$ cat src/rtl/sndr_pkg.sv
package sndr_pkg;
  typedef enum logic [1:0] {
    ST_IDLE = 2'd0,
    ST_SEND = 2'd1,
    ST_GAP  = 2'd2
  } snd_state_e;
endpackage

$ cat src/rtl/sndr_ctrl.sv
module sndr_ctrl
  import sndr_pkg::*;
#(
  parameter int NBYTES = 4,
  localparam int IW = (NBYTES > 1) ? $clog2(NBYTES) : 1
) (
  input  logic          clk,
  input  logic          rst_n,
  input  logic          ld_i,
  input  logic          tx_empty_i,
  input  logic          gap_done_i,
  output snd_state_e    state_o,
  output logic [IW-1:0] idx_o,
  output logic          wr_o,
  output logic          cap_o,
  output logic          gap_start_o
);
  localparam logic [IW-1:0] LAST = IW'(NBYTES - 1);

  snd_state_e    state_q, state_d;
  logic [IW-1:0] idx_q, idx_d;
  logic          wr;

  always_comb begin
    state_d     = state_q;
    idx_d       = idx_q;
    wr          = (state_q == ST_SEND) && tx_empty_i;
    gap_start_o = 1'b0;
    cap_o       = 1'b0;
    case (state_q)
      ST_IDLE: begin
        if (ld_i) begin
          cap_o   = 1'b1;
          idx_d   = '0;
          state_d = ST_SEND;
        end
      end
      ST_SEND: begin
        if (wr) begin
          if (idx_q == LAST) begin
            gap_start_o = 1'b1;
            state_d     = ST_GAP;
          end else begin
            idx_d = idx_q + IW'(1);
          end
        end
      end
      ST_GAP: begin
        if (gap_done_i) state_d = ST_IDLE;
      end
      default: state_d = ST_IDLE;
    endcase
  end

  always_ff @(posedge clk or negedge rst_n) begin
    if (!rst_n) begin
      state_q <= ST_IDLE;
      idx_q   <= '0;
    end else begin
      state_q <= state_d;
      idx_q   <= idx_d;
    end
  end

  assign state_o = state_q;
  assign idx_o   = idx_q;
  assign wr_o    = wr;

  // a write inside a transfer moves the byte pointer on by one
  p_idx_advance_r3: assert property (@(posedge clk) disable iff (!rst_n)
    (state_q == ST_SEND && $past(state_q) == ST_SEND && $past(wr_o))
      |-> idx_q == $past(idx_q) + IW'(1));

  // no byte pointer movement without a write
  p_idx_hold_r4: assert property (@(posedge clk) disable iff (!rst_n)
    (state_q == ST_SEND && $past(state_q) == ST_SEND && !$past(wr_o))
      |-> $stable(idx_q));
endmodule

$ cat src/rtl/sndr_gap_timer.sv
module sndr_gap_timer #(
  parameter int IDLE_CYC = 1000,
  localparam int CW = $clog2(IDLE_CYC + 1)
) (
  input  logic clk,
  input  logic rst_n,
  input  logic start_i,
  output logic active_o,
  output logic done_o
);
  logic [CW-1:0] cnt_q, cnt_d;
  logic          act_q, act_d;
  logic          cnt_en;

  assign done_o = act_q && (cnt_q == '0);
  assign cnt_en = start_i || act_q;

  always_comb begin
    cnt_d = cnt_q;
    act_d = act_q;
    if (start_i) begin
      cnt_d = CW'(IDLE_CYC - 1);
      act_d = 1'b1;
    end else if (done_o) begin
      act_d = 1'b0;
    end else if (act_q) begin
      cnt_d = cnt_q - CW'(1);
    end
  end

  always_ff @(posedge clk or negedge rst_n) begin
    if (!rst_n) begin
      cnt_q <= '0;
      act_q <= 1'b0;
    end else if (cnt_en) begin
      cnt_q <= cnt_d;
      act_q <= act_d;
    end
  end

  assign active_o = act_q;

  // while running, the interval counter steps down by one per cycle
  p_cnt_step_r6: assert property (@(posedge clk) disable iff (!rst_n)
    (act_q && $past(act_q) && !$past(start_i)) |-> cnt_q == $past(cnt_q) - CW'(1));
endmodule

$ cat src/rtl/sndr_byte_sel.sv
module sndr_byte_sel #(
  parameter int OPW = 16,
  parameter int BW  = 8,
  localparam int BPO = OPW / BW,
  localparam int NB  = 2 * BPO,
  localparam int IW  = (NB > 1) ? $clog2(NB) : 1
) (
  input  logic          clk,
  input  logic          rst_n,
  input  logic          cap_i,
  input  logic          hold_i,
  input  logic [OPW-1:0] x_i,
  input  logic [OPW-1:0] y_i,
  input  logic [IW-1:0] idx_i,
  output logic [BW-1:0] byte_o
);
  logic [OPW-1:0] opx_q, opy_q;
  logic [BW-1:0]  lane [NB];

  always_ff @(posedge clk or negedge rst_n) begin
    if (!rst_n) begin
      opx_q <= '0;
      opy_q <= '0;
    end else if (cap_i) begin
      opx_q <= x_i;
      opy_q <= y_i;
    end
  end

  for (genvar k = 0; k < BPO; k++) begin : g_lane
    assign lane[k]       = opx_q[OPW-1-k*BW -: BW];
    assign lane[BPO + k] = opy_q[OPW-1-k*BW -: BW];
  end

  assign byte_o = lane[idx_i];

  // captured operands do not move during a busy period
  p_latch_stable_r5: assert property (@(posedge clk) disable iff (!rst_n)
    (hold_i && $past(hold_i)) |-> ($stable(opx_q) && $stable(opy_q)));
endmodule

$ cat src/rtl/opnd_byte_sender.sv
module opnd_byte_sender
  import sndr_pkg::*;
#(
  parameter int OPW      = 16,
  parameter int BW       = 8,
  parameter int IDLE_CYC = 1000,
  localparam int NB      = 2 * (OPW / BW),
  localparam int IW      = (NB > 1) ? $clog2(NB) : 1
) (
  input  logic          clk,
  input  logic          rst_n,
  input  logic          ld_i,
  input  logic [OPW-1:0] x_i,
  input  logic [OPW-1:0] y_i,
  input  logic          tx_empty_i,
  output logic          tx_wr_o,
  output logic [BW-1:0] tx_data_o,
  output logic          busy_o
);
  logic          rs_q1, rs_q2;
  logic          rst_in_n;
  snd_state_e    state;
  logic [IW-1:0] idx;
  logic          cap, gap_start, gap_done, gap_active;

  always_ff @(posedge clk or negedge rst_n) begin
    if (!rst_n) begin
      rs_q1 <= 1'b0;
      rs_q2 <= 1'b0;
    end else begin
      rs_q1 <= 1'b1;
      rs_q2 <= rs_q1;
    end
  end
  assign rst_in_n = rs_q2;

  sndr_ctrl #(.NBYTES(NB)) ctrl_i (
    .clk        (clk),
    .rst_n      (rst_in_n),
    .ld_i       (ld_i),
    .tx_empty_i (tx_empty_i),
    .gap_done_i (gap_done),
    .state_o    (state),
    .idx_o      (idx),
    .wr_o       (tx_wr_o),
    .cap_o      (cap),
    .gap_start_o(gap_start)
  );

  sndr_gap_timer #(.IDLE_CYC(IDLE_CYC)) gap_i (
    .clk     (clk),
    .rst_n   (rst_in_n),
    .start_i (gap_start),
    .active_o(gap_active),
    .done_o  (gap_done)
  );

  sndr_byte_sel #(.OPW(OPW), .BW(BW)) sel_i (
    .clk   (clk),
    .rst_n (rst_in_n),
    .cap_i (cap),
    .hold_i(busy_o),
    .x_i   (x_i),
    .y_i   (y_i),
    .idx_i (idx),
    .byte_o(tx_data_o)
  );

  assign busy_o = (state != ST_IDLE);

  // a byte is written only while a transfer is under way
  p_wr_while_busy_r4: assert property (@(posedge clk) disable iff (!rst_in_n)
    tx_wr_o |-> busy_o);

  // the quiet interval starts right after a write
  p_gap_after_write_r6: assert property (@(posedge clk) disable iff (!rst_in_n)
    $rose(gap_active) |-> $past(tx_wr_o));

  // busy only drops when the interval timer has just finished
  p_busy_fall_r7: assert property (@(posedge clk) disable iff (!rst_in_n)
    $fell(busy_o) |-> ($past(gap_active) && !gap_active));
endmodule

$ cat config.mk
export PLATFORM = sky130hd
export DESIGN_NAME = opnd_byte_sender
export DESIGN_NICKNAME = d
export VERILOG_FILES = /design/src/rtl/sndr_pkg.sv /design/src/rtl/sndr_ctrl.sv /design/src/rtl/sndr_gap_timer.sv /design/src/rtl/sndr_byte_sel.sv /design/src/rtl/opnd_byte_sender.sv
export SDC_FILE = /design/constraint.sdc
export NUM_CORES = 1
export LEC_CHECK = 0
export ABC_CLOCK_PERIOD_IN_PS = 1780
export BUFFER_PORTS_ARGS = -buffer_cell sky130_fd_sc_hd__buf_2
export CORE_MARGIN = 2
export CORE_UTILIZATION = 30
export DETAILED_ROUTE_END_ITERATION = 12
export HOLD_SLACK_MARGIN = 0.08
export PLACE_DENSITY = 0.51
export SLEW_MARGIN = 20
export SYNTH_ARGS = -nofsm -noshare
export SYNTH_HDL_FRONTEND = slang
export SYNTH_SLANG_ARGS = --single-unit
$ cat constraint.sdc
create_clock -name clk -period 1.78 [get_ports clk]
set_input_delay 0.089 -clock clk [delete_from_list [all_inputs] [get_ports clk]]
set_output_delay 0.089 -clock clk [all_outputs]
set_load 0.02 [all_outputs]
After elaboration in Yosys (flattened, before gate mapping)
Index checks and enable logic that the tools add are counted.

cells by class
  $add $sub $neg = 2
  order comparisons = 1
  equal/unequal tests = 9
  multiplexer cells = 22
  bitwise operators = 1
  reduce and logical (&&, ||, !) cells = 13

operator list
  cell                   number
  $mux 10                3
  $bmux 8 s2             1
  $mux 8                 2
  $mux 2                 7
  $logic_not 10->1       1
  $sub 10x1->10 const B  1
  $ne 2x2->1 const B     4
  $reduce_and 4->1       2
  $reduce_bool 2->1      4
  $mux 1                 7
  $pmux 2 s3             1
  $eq 2x2->1 const B     2
  $ne 2x1->1 const B     2
  $pmux 2 s2             1
  $ge 3x3->1 const B     1
  $not 2->3              1
  $reduce_and 3->1       1
  $add 2x1->2 const B    1
  $eq 2x1->1 const B     1
  $logic_and 1x1->1      2
  $logic_not 2->1        1
  $reduce_and 2->1       1
  $logic_or 1x1->1       1

storage, ports and cells
  register bits after elaboration = 49
  output and inout bits = 10
  logic and storage cells = 56

Longest topological paths before layout
Gate-level depths: netlist of run 1.

  depth after elaboration = 6
  depth in mapped cells = 5

Hierarchy
A second synthesis of run 1 with hierarchy kept.

unflattened totals
  cells, all modules = 162
  area, all modules = 2327.2 um^2

by module, submodules not included
  module            instances  cells an instance  area each (um^2)  seq. area each (um^2)
  sndr_byte_sel     1          78                 1411.4            800.8
  sndr_gap_timer    1          58                 595.6             275.3
  sndr_ctrl         1          22                 260.2             100.1
  opnd_byte_sender  1          4                  60.1              50.0

Least setup slack after synthesis of run 1
Ideal clock, no wire load.

  path type = flip-flop to flip-flop
  start = register gap_i.cnt_q[0]
  end = register gap_i.act_q (netlist: gap_i.active_o)
  library setup time = 0.124 ns
  arrival = 1.520 ns
  slack = 0.136 ns
  stages on the path, launching flop included = 6
  path buffers = 0
  clock period less this slack = 1.644 ns
  path through = dfrtp_1 > inv_1 > ha_1 > or3b_1 > o31a_1 > or2_1

between the ends
  cells in the longest elaborated chain, start to end = 4

ends and longest elaborated chain
  element                             RTL line              source
  start: declaration                  sndr_gap_timer.sv:11  logic [CW-1:0] cnt_q, cnt_d;
  start signal: assignment            sndr_gap_timer.sv:36  cnt_q <= cnt_d;
  $logic_not 10->1                    sndr_gap_timer.sv:15  assign done_o = act_q && (cnt_q == '0);
  $logic_and 1x1->1                   sndr_gap_timer.sv:15
  $reduce_bool 2->1 (no source line)  -
  $reduce_and 2->1 (no source line)   -
  end signal: assignment              sndr_gap_timer.sv:37  act_q <= act_d;
  end: declaration                    sndr_gap_timer.sv:12  logic act_q, act_d;

Every way passes these cells.
A chain may end at the register's enable or synchronous reset.

Worst setup path in the final report of run 1
  start = register gap_i.cnt_q[1]
  end = register gap_i.act_q (netlist: gap_i.active_o)

The elaborated chain is that of the path after synthesis.

==> impl_results.md, run 1 <==
* Outcome: finished clean
* Post-synth cell types at 46
* Pwr dens at 1550 nW/um2
* Ant diodes at 0
* Multiplexer share of the synthesized area at 0.251
* #FFs+latches synth at a little under 50
* Reg clk slew, reported paths at ~90 ps
* Root buffer cell: clkbuf_8
* Max-Cap Viols at 0
* CP Capture Type: register
* Post-place setup slack at 81.4 ps
* Post-route setup slack at between 90 and 100 ps
* First-pass GRT wire length at just over 8000 um
* Synth top area cells: dfrtp_1, mux2_1, mux4_2
* Die Y at roughly 92 um
* Reg-to-Reg Start: gap_i.cnt_q[1]$_DFFE_PN0P_
* Startpoint Class: register
* Fin nets at between 200 and 300
* M2 GR Usage at 0.206
* RSZ-0062 raised after global routing: no
* Warnings from Yosys at 0
* Later-pin clock latency in the skew report at between 200 and 300 ps
* Fin. Hold Viols at 0
* CP delay by family, top: simple AND/OR/NAND/NOR gates
* FMAX at 594 MHz
* GRT Max-Usage Layer: met2
* Static leakage at approximately 0.0014 uW
* Worst hold path startpoint: ld_i
* Share of cells above drive strength 1 at 0.294
* I/O pins at 46
* Ys flop type: dfrtp_1
* Routability cong. at approximately 0.8
* Avg Inst Size Synth at between 10 and 15 um2
* Antenna Nets Post-Route at 0
* CTS tree: built
* Largest family of logic cells by synthesized area: multiplexers
* DR vias at ~1700
* Die Wd at slightly above 90 um
* Fin. max-slew vios at 0
* R2R Path End: gap_i.active_o$_DFFE_PN0P_
* Crit path max fanout at 4
* Met1 Usage GRT at 0.163
* Synth Area in Compound Gates at 0.0676
* Hold endpoint: ctrl_i.state_o[0]$_DFFE_PN0P_
* Worst EP arrival at between 1500 and 2000 ps
* Post-Synth Simple-Gate Area at 0.111
* Critical-path top delay cell: dfrtp_1
* Met3 usage at 0.0222
* Vias in the first global route at ~1800
* Peak supply drop at 0.000674 V
* Htree depth at 2
* Site row count at 32
* Drt first pass iters at 4
* DR DRC count at 0
* Most frequent cells in the layout: dfrtp_1, buf_2, dlygate4sd3_1, mux2_1
* Worst Skew at 4.66 ps
* Hold slack at roughly 130 ps
* Hpwl dp at 3370 um
* R2R Setup Slk at about 96 ps
* WP data required at approximately 2000 ps
* Final Setup Violations at 0
* Via density at about 4.6
* Post-synthesis xor/xnor area fraction at 0
* Mapped cell area at roughly 2300 um2
* Antenna violations before repair at 0
* Syn Inst Count at approximately 170
* EDFF count, synth at 0
* Seq/Total Area, Yosys at 0.530
* Area share of the largest cell type after synthesis at 0.530
* Critical path depth at 5
* Final worst path period share at 0.946
* Gr ovfl total at 0
* WS Path Type: register to register
* Drt initial violations at between 90 and 100
* Initial Utilization at 0.304
* TNS Setup at 0 ps
* Wire per inst at between 10 and 15 um
* Sink Count at between 40 and 50
* Min cycle time layout at around 1700 ps
* Synth-to-Final Area Change at 39.4%
* Final wirelength at 5030 um
* Fill cells at roughly 740
* Seq. cell area at about 1200 um2
* Core ar. at about 7600 um2
* Largest net degree at the start of global routing at 34
* FFs w/ async S/R, synth at 1.00
* Clock Tree Buf Depth at 2
* Synth area leader: dfrtp_1
* Hold Path Class: input pin to register
* Reg2Reg Depth at 5
* Full die area at 8430 um2
* Slowest stage delay, CP at 410 ps
* Commonest non-fill, non-tap cell in the layout: dfrtp_1
* PortBufs at 45
* Clock buffer count from CTS at 5
* Synth Area in Adders at 0.0108
* Tot GR Track Use at 0.124
* WHS Path Cells at 3
* Worst-path cell chain: inv_1, ha_1, or3b_1, o31a_1, or2_1
* Syn Nets at between 200 and 250
* Count of buffer and inverter cells on the critical path at 1
* Area of the multi-input gates at 1030 um2
flip-flops by register name, summed over array words and instances (netlist names):
signal and count:
sel_i.opx_q 16, sel_i.opy_q 16, gap_i.cnt_q 10, ctrl_i.idx_o 2
ctrl_i.state_o 2, gap_i.active_o 1, rs_q1 1, rs_q2 1
routing by layer:
layer	up-vias	routed length (um)
met1	834	2480
met3	2	139
met2	27	2360
met4	0	51
li1	826	-
met5	-	0
synth_stat cells (all sizes together), types with 3 or more instances:
| library cell | count |
|---|---|
| buf | 5 |
| mux2i | 3 |
| o211ai | 3 |
| mux4 | 8 |
| inv | 5 |
| nand2 | 3 |
| clkbuf | 5 |
| nor4 | 3 |
| a21oi | 3 |
| mux2 | 33 |
| o21ai | 6 |
| dfrtp | 49 |
| or4 | 3 |
| nor2 | 8 |
where the power goes:
part / internal (uW) / switching, uW
Combinational: 1130 / 992
Sequential: 1620 / 357
Clock: 558 / 356
through the flow:
step	cell area (um2)	std cells	util	total power, uW
after detailed placement	2720	319	0.358	4050
final	3230	364	0.424	5020
after global placement	2720	319	0.358	3990
after CTS	3210	362	0.422	5050
after floorplan	2310	173	-	3410
after global routing	3230	364	0.424	5380
tightest hold or removal path, cell delays in order:
cell and delay (ps):
buf_2 90, o21bai_1 70, a31oi_1 130
area by class of cell:
type	instances	area share
Inverter	5	0.00582
Clock inverter	3	0.0202
Clock buffer	5	0.0213
Multi-Input combinational cell	109	0.320
Sequential cell	49	0.381
Timing Repair Buffer	91	0.213
Tap cell	102	0.0396
cell families (layout without fill, tap and decap cells):
family,after synthesis,after routing
flops,49,49
mux,44,44
simple gates,39,39
compound gates,23,23
buf+inv,15,104
fa+ha+maj,2,2
other cells,1,1
timing repair:
action / 4_1_cts / 5_1_grt
resized for setup: 0 / 1
endpoints found under the hold margin: 35 / 0
hold buffers: 35 / 0
endpoints found under the setup margin: 0 / 9
buffers inserted: 0 / 2
worst max-delay path by stage:
stage                                 from                    endpoint  slack [ps]
2_1_floorplan   gap_i.cnt_q[0]$_DFFE_PN0P_  gap_i.active_o$_DFFE_PN0P_         140
3_3_place_gp    gap_i.cnt_q[1]$_DFFE_PN0P_  gap_i.active_o$_DFFE_PN0P_         140
3_5_place_dp    gap_i.cnt_q[1]$_DFFE_PN0P_  gap_i.active_o$_DFFE_PN0P_          80
4_1_cts        ctrl_i.idx_o[0]$_DFFE_PN0P_                tx_data_o[6]          50
5_1_grt         gap_i.cnt_q[5]$_DFFE_PN0P_  gap_i.cnt_q[9]$_DFFE_PN0P_           1
6_report        gap_i.cnt_q[1]$_DFFE_PN0P_  gap_i.active_o$_DFFE_PN0P_         100
Power figures use the tool's default switching activity.
==> run 2: changes to the inputs <==
--- a/config.mk
+++ b/config.mk
@@ -12,6 +12,7 @@
 export DETAILED_ROUTE_END_ITERATION = 12
 export HOLD_SLACK_MARGIN = 0.08
 export PLACE_DENSITY = 0.51
+export SETUP_SLACK_MARGIN = 0.4
 export SLEW_MARGIN = 20
 export SYNTH_ARGS = -nofsm -noshare
 export SYNTH_HDL_FRONTEND = slang
==> run 2 against run 1 <==
Final cell count increased by 4.7%; setup slack improved by 40 ps; sequential cell count unchanged; core utilization increased by 6.0 points; global-route usage increased by 1.8 points; sequential share of layout area decreased by 4.6 points; sequential power increased by 3%; maximum frequency increased by 2.4%; non-clock buffer count increased by 17; die area unchanged.
==> impl_results.md, run 2 (synthesized netlist as in run 1, its figures left out) <==
* Outcome: finished clean
* Die Y at 91.8 um
* Critical path depth at 3
* Routability cong. at between 0.7 and 0.8
* Min cycle time layout at 1640 ps
* Critical-path top delay cell: mux4_2
* I/O pins at between 40 and 50
* CP Capture Type: output pin
* Core ar. at ~7600 um2
* Post-place setup slack at approximately 100 ps
* Root buffer cell: clkbuf_8
* Clock buffer count from CTS at 5
* Via density at approximately 4.7
* Gr ovfl total at 0
* Area of the multi-input gates at about 1300 um2
* Pwr dens at roughly 1600 nW/um2
* Fin. Hold Viols at 0
* DR DRC count at 0
* DR vias at 1790
* Commonest non-fill, non-tap cell in the layout: dfrtp_1
* Wire per inst at roughly 15 um
* FMAX at ~610 MHz
* TNS Setup at 0 ps
* Worst EP arrival at between 1500 and 2000 ps
* Clock Tree Buf Depth at 2
* Hold Path Class: input pin to register
* Crit path max fanout at 9
* Slowest stage delay, CP at ~520 ps
* Tot GR Track Use at 0.142
* Worst-path cell chain: buf_8, mux4_2, buf_2
* PortBufs at between 40 and 50
* Vias in the first global route at around 1900
* Sink Count at 49
* Final worst path period share at 0.924
* Drt first pass iters at 4
* Count of buffer and inverter cells on the critical path at 2
* Seq. cell area at 1230 um2
* Peak supply drop at approximately 0.00042 V
* WHS Path Cells at 3
* Largest net degree at the start of global routing at 28
* Reg clk slew, reported paths at roughly 90 ps
* Placement Cell Area at about 2800 um2
* RSZ-0062 raised after global routing: yes
* Synth-to-Final Area Change at 59.0%
* Antenna violations before repair at 0
* Reg2Reg Depth at 5
* Full die area at 8430 um2
* Fin nets at around 320
* Worst Skew at between 7 and 8 ps
* Later-pin clock latency in the skew report at around 300 ps
* CP delay by family, top: multiplexers
* Fin. max-slew vios at 0
* Ant diodes at 0
* Most frequent cells in the layout: dfrtp_1, buf_2, dlygate4sd3_1, mux2_4, buf_4
* Antenna Nets Post-Route at 0
* CTS tree: built
* Final Cell Area at roughly 3700 um2
* Hpwl dp at between 3000 and 4000 um
* Initial Utilization at 0.304
* Final Setup Violations at 0
* Drt initial violations at between 50 and 60
* Die Wd at around 90 um
* Htree depth at 2
* Site row count at 32
* Top Registers: sel_i.opx_q: 16 flops, sel_i.opy_q: 16 flops, gap_i.cnt_q: 10 flops
* WS Path Type: register to output pin
* Static leakage at roughly 0.0016 uW
* Startpoint Class: register
* Max-Cap Viols at 0
* Post-route setup slack at 136 ps
* First-pass GRT wire length at between 9000 and 10000 um
* WP data required at around 1700 ps
* Final wirelength at between 5000 and 6000 um
* Share of cells above drive strength 1 at 0.523
* Fill cells at around 690
-- run 2: cell count changes in the layout (fill, tap and decap cells not counted), sizes merged --
cell | previous run | this run
clkbuf | 5 | 7
inv | 5 | 6
bufinv | 2 | 0
buf | 56 | 72
-- run 2: report_power, final --
| part | internal (uW) | switching [uW] |
|---|---|---|
| combinational | 1910 | 1220 |
| sequential | 1630 | 400 |
| clock | 281 | 390 |
| total | 3820 | 2010 |
-- run 2: worst paths after layout --
kind,slack [ps],end,startpoint
worst min register to register,230,sel_i.opx_q[14]$_DFFE_PN0P_,rs_q2$_DFF_PN0_
worst max-delay path,140,tx_data_o[1],ctrl_i.idx_o[0]$_DFFE_PN0P_
worst max register to register,190,gap_i.active_o$_DFFE_PN0P_,gap_i.cnt_q[1]$_DFFE_PN0P_
worst min-delay path,140,ctrl_i.state_o[0]$_DFFE_PN0P_,ld_i
min in group asynchronous,230,sel_i.opx_q[14]$_DFFE_PN0P_,rs_q2$_DFF_PN0_
max in group asynchronous,1020,ctrl_i.state_o[1]$_DFFE_PN0P_,rs_q2$_DFF_PN0_
-- run 2: area by class of cell --
type,instances,share of cell area
clock inverter,2,0.00374
clock buffer,6,0.0197
multi-input combinational,109,0.350
tap,102,0.0347
inverter,5,0.00510
timing repair buffer,108,0.252
sequential,49,0.334
-- run 2: per-layer routing --
layer / up-vias / track usage / part of all wire
li1: 863 / - / -
met1: 879 / 0.199 / 0.49
met2: 41 / 0.225 / 0.46
met3: 7 / 0.0247 / 0.035
met4: 0 / 0.0435 / 0.0096
met5: - / 0 / 0
-- run 2: timing repair --
item                                    CTS  global route
gates resized for setup                  26            12
endpoints found under the setup margin   55            56
gates cloned                              3             1
hold buffers                             35             0
buffers inserted                         15             3
endpoints found under the hold margin    35             0
pin swaps                                 8             7
-- run 2: stage by stage --
step	utilization	total power [uW]	instances	hold slack, ps
floorplan	-	3880	173	-207
global placement	0.374	4400	316	-124
detailed placement	0.374	4420	316	-124
CTS	0.469	5660	377	117
global route	0.484	6210	381	165
finish	0.484	5820	381	139
-- run 2: worst register-to-register path: stages (launching register included) --
cell	delay (ps)
dfrtp_1	410
inv_2	80
ha_4	140
or3b_4	380
o31a_1	270
or2_1	210
==> run 3: changes to the inputs <==
--- a/config.mk
+++ b/config.mk
@@ -7,7 +7,6 @@
 export LEC_CHECK = 0
 export ABC_CLOCK_PERIOD_IN_PS = 1780
 export BUFFER_PORTS_ARGS = -buffer_cell sky130_fd_sc_hd__buf_2
-export CORE_MARGIN = 2
 export CORE_UTILIZATION = 30
 export DETAILED_ROUTE_END_ITERATION = 12
 export HOLD_SLACK_MARGIN = 0.08
==> run 3 against run 2 <==
Clock skew down 1.0 ps; final area up 6.2%; largest cell class unchanged; count of clock-buffer cells in the layout down 1; power up 12%; final cell count up 1.6%; sequential cell count unchanged; critical path depth unchanged.
==> impl_results.md, run 3 (synthesized netlist as in run 1, its figures left out) <==
* M2 GR Usage at 0.260
* Initial Utilization at 0.314
* DR DRC count at 0
* Most frequent cells in the layout: dfrtp_1, buf_2, dlygate4sd3_1, mux2_4, buf_6
* Final Setup Violations at 0
* Reg clk slew, reported paths at ~100 ps
* Crit path max fanout at 5
* DR vias at between 1500 and 2000
* Fin. Hold Viols at 0
* Max-Cap Viols at 0
* Fin. max-slew vios at 0
* I/O pins at 46
* Full die area at around 8000 um2
* WHS Path Cells at 3
* Hpwl dp at between 3000 and 4000 um
* Peak supply drop at between 0.0004 and 0.0005 V
* Final wirelength at 6240 um
* Final worst path period share at 0.928
* Overall power at around 6500 uW
* GRT Max-Usage Layer: met2
* WS Path Type: register to output pin
* WP data required at 1690 ps
* Sink Count at 49
* Clock Tree Buf Depth at 2
* Drt first pass iters at 4
* Worst Skew at 6.33 ps
* Static leakage at around 0.0017 uW
* Fin nets at between 300 and 400
* Pwr dens at about 1700 nW/um2
* Die Wd at 89.8 um
* Min cycle time layout at 1650 ps
* CTS tree: built
* Later-pin clock latency in the skew report at ~300 ps
* Startpoint Class: register
* Antenna violations before repair at 0
* Placed Cells incl. Taps at between 300 and 400
* Non-Filler Instances at slightly below 400
* Synth-to-Final Area Change at 68.8%
* First-pass GRT wire length at approximately 9900 um
* Routability cong. at approximately 0.7
* Tot GR Track Use at 0.155
* Gr ovfl total at 0
* FMAX at approximately 610 MHz
* Worst EP arrival at 1560 ps
* TNS Setup at 0 ps
* R2R Setup Slk at between 150 and 200 ps
* Wire per inst at about 16 um
* Outcome: finished clean
* Reg2Reg Depth at 5
* Met1 Usage GRT at 0.205
* Core ar. at 7370 um2
* Hold Path Class: input pin to register
* RSZ-0062 raised after global routing: yes
* Largest net degree at the start of global routing at between 40 and 50
* Vias in the first global route at 1902
* Site row count at 31
* PortBufs at 45
* Top Registers: sel_i.opx_q: 16 flops, sel_i.opy_q: 16 flops, gap_i.cnt_q: 10 flops
* Commonest non-fill, non-tap cell in the layout: dfrtp_1
* Die Y at about 90 um
* Clock buffer count from CTS at 5
* Drt initial violations at 86
* CP Capture Type: output pin
* Htree depth at 2
* Via density at 4.81
* Ant diodes at 0
* Share of cells above drive strength 1 at 0.563
* Antenna Nets Post-Route at 0
* Met3 usage at 0.0296
* Root buffer cell: clkbuf_8
[run 3: changes by cell type in the layout (fill, tap and decap cells not counted), moves of 2 or more]
| cell | delta |
|---|---|
| dfrtp_1 | -2 |
| buf_6 | +13 |
| nor4_4 | +2 |
| nor4_2 | -2 |
| dfrtp_2 | +2 |
| buf_2 | -7 |
[run 3: path summary, 6_finish.rpt]
kind,start,to
setup / recovery,ctrl_i.idx_o[0]$_DFFE_PN0P_,tx_data_o[4]
hold / removal,ld_i,ctrl_i.state_o[0]$_DFFE_PN0P_
setup reg to reg,gap_i.cnt_q[1]$_DFFE_PN0P_,gap_i.active_o$_DFFE_PN0P_
hold reg to reg,rs_q2$_DFF_PN0_,gap_i.cnt_q[1]$_DFFE_PN0P_
max in group asynchronous,rst_n,rs_q2$_DFF_PN0_
min in group asynchronous,rs_q2$_DFF_PN0_,gap_i.cnt_q[1]$_DFFE_PN0P_
[run 3: cell type report]
type                            instances  area, um2
Clock buffer                            5       68.8
Clock inverter                          3       43.8
Fill cell                             593       3460
Inverter                                5       18.8
Multi-Input combinational cell        110       1330
Sequential cell                        49       1230
Tap cell                               99        124
Timing Repair Buffer                  116       1090
[run 3: what timing repair did]
| action | CTS | global route |
|---|---|---|
| hold endpoints to repair | 35 | 0 |
| resized for setup | 29 | 41 |
| buffers inserted | 16 | 7 |
| setup endpoints to repair | 53 | 56 |
| hold buffers | 35 | 0 |
| cloned | 4 | 2 |
| pin swaps | 7 | 6 |
[run 3: metrics by stage]
| stage | utilization | cell area [um2] | hold slack [ps] | setup WS, ps |
|---|---|---|---|---|
| floorplan | - | 2490 | -207 | 211 |
| global placement | 0.387 | 2850 | -125 | 143 |
| detailed placement | 0.387 | 2850 | -122 | 125 |
| CTS | 0.498 | 3670 | 151 | 129 |
| global route | 0.530 | 3910 | 206 | 86.6 |
| finish | 0.530 | 3910 | 150 | 129 |
[run 3: layer usage]
metal | up-vias | part of all wire
li1 | 873 | -
met1 | 931 | 0.44
met2 | 47 | 0.51
met3 | 9 | 0.037
met4 | 0 | 0.014
met5 | - | 0
[run 3: power by group]
| group | switching (uW) | internal [uW] |
|---|---|---|
| Combinational | 1350 | 2290 |
| Sequential | 422 | 1630 |
| Clock | 395 | 422 |
| Total | 2170 | 4340 |
[run 3: worst max-delay path, cell delays in order, from the launching register on]
cell and delay [ps]:
dfrtp_2 430, buf_8 150, mux4_2 530, buf_6 150
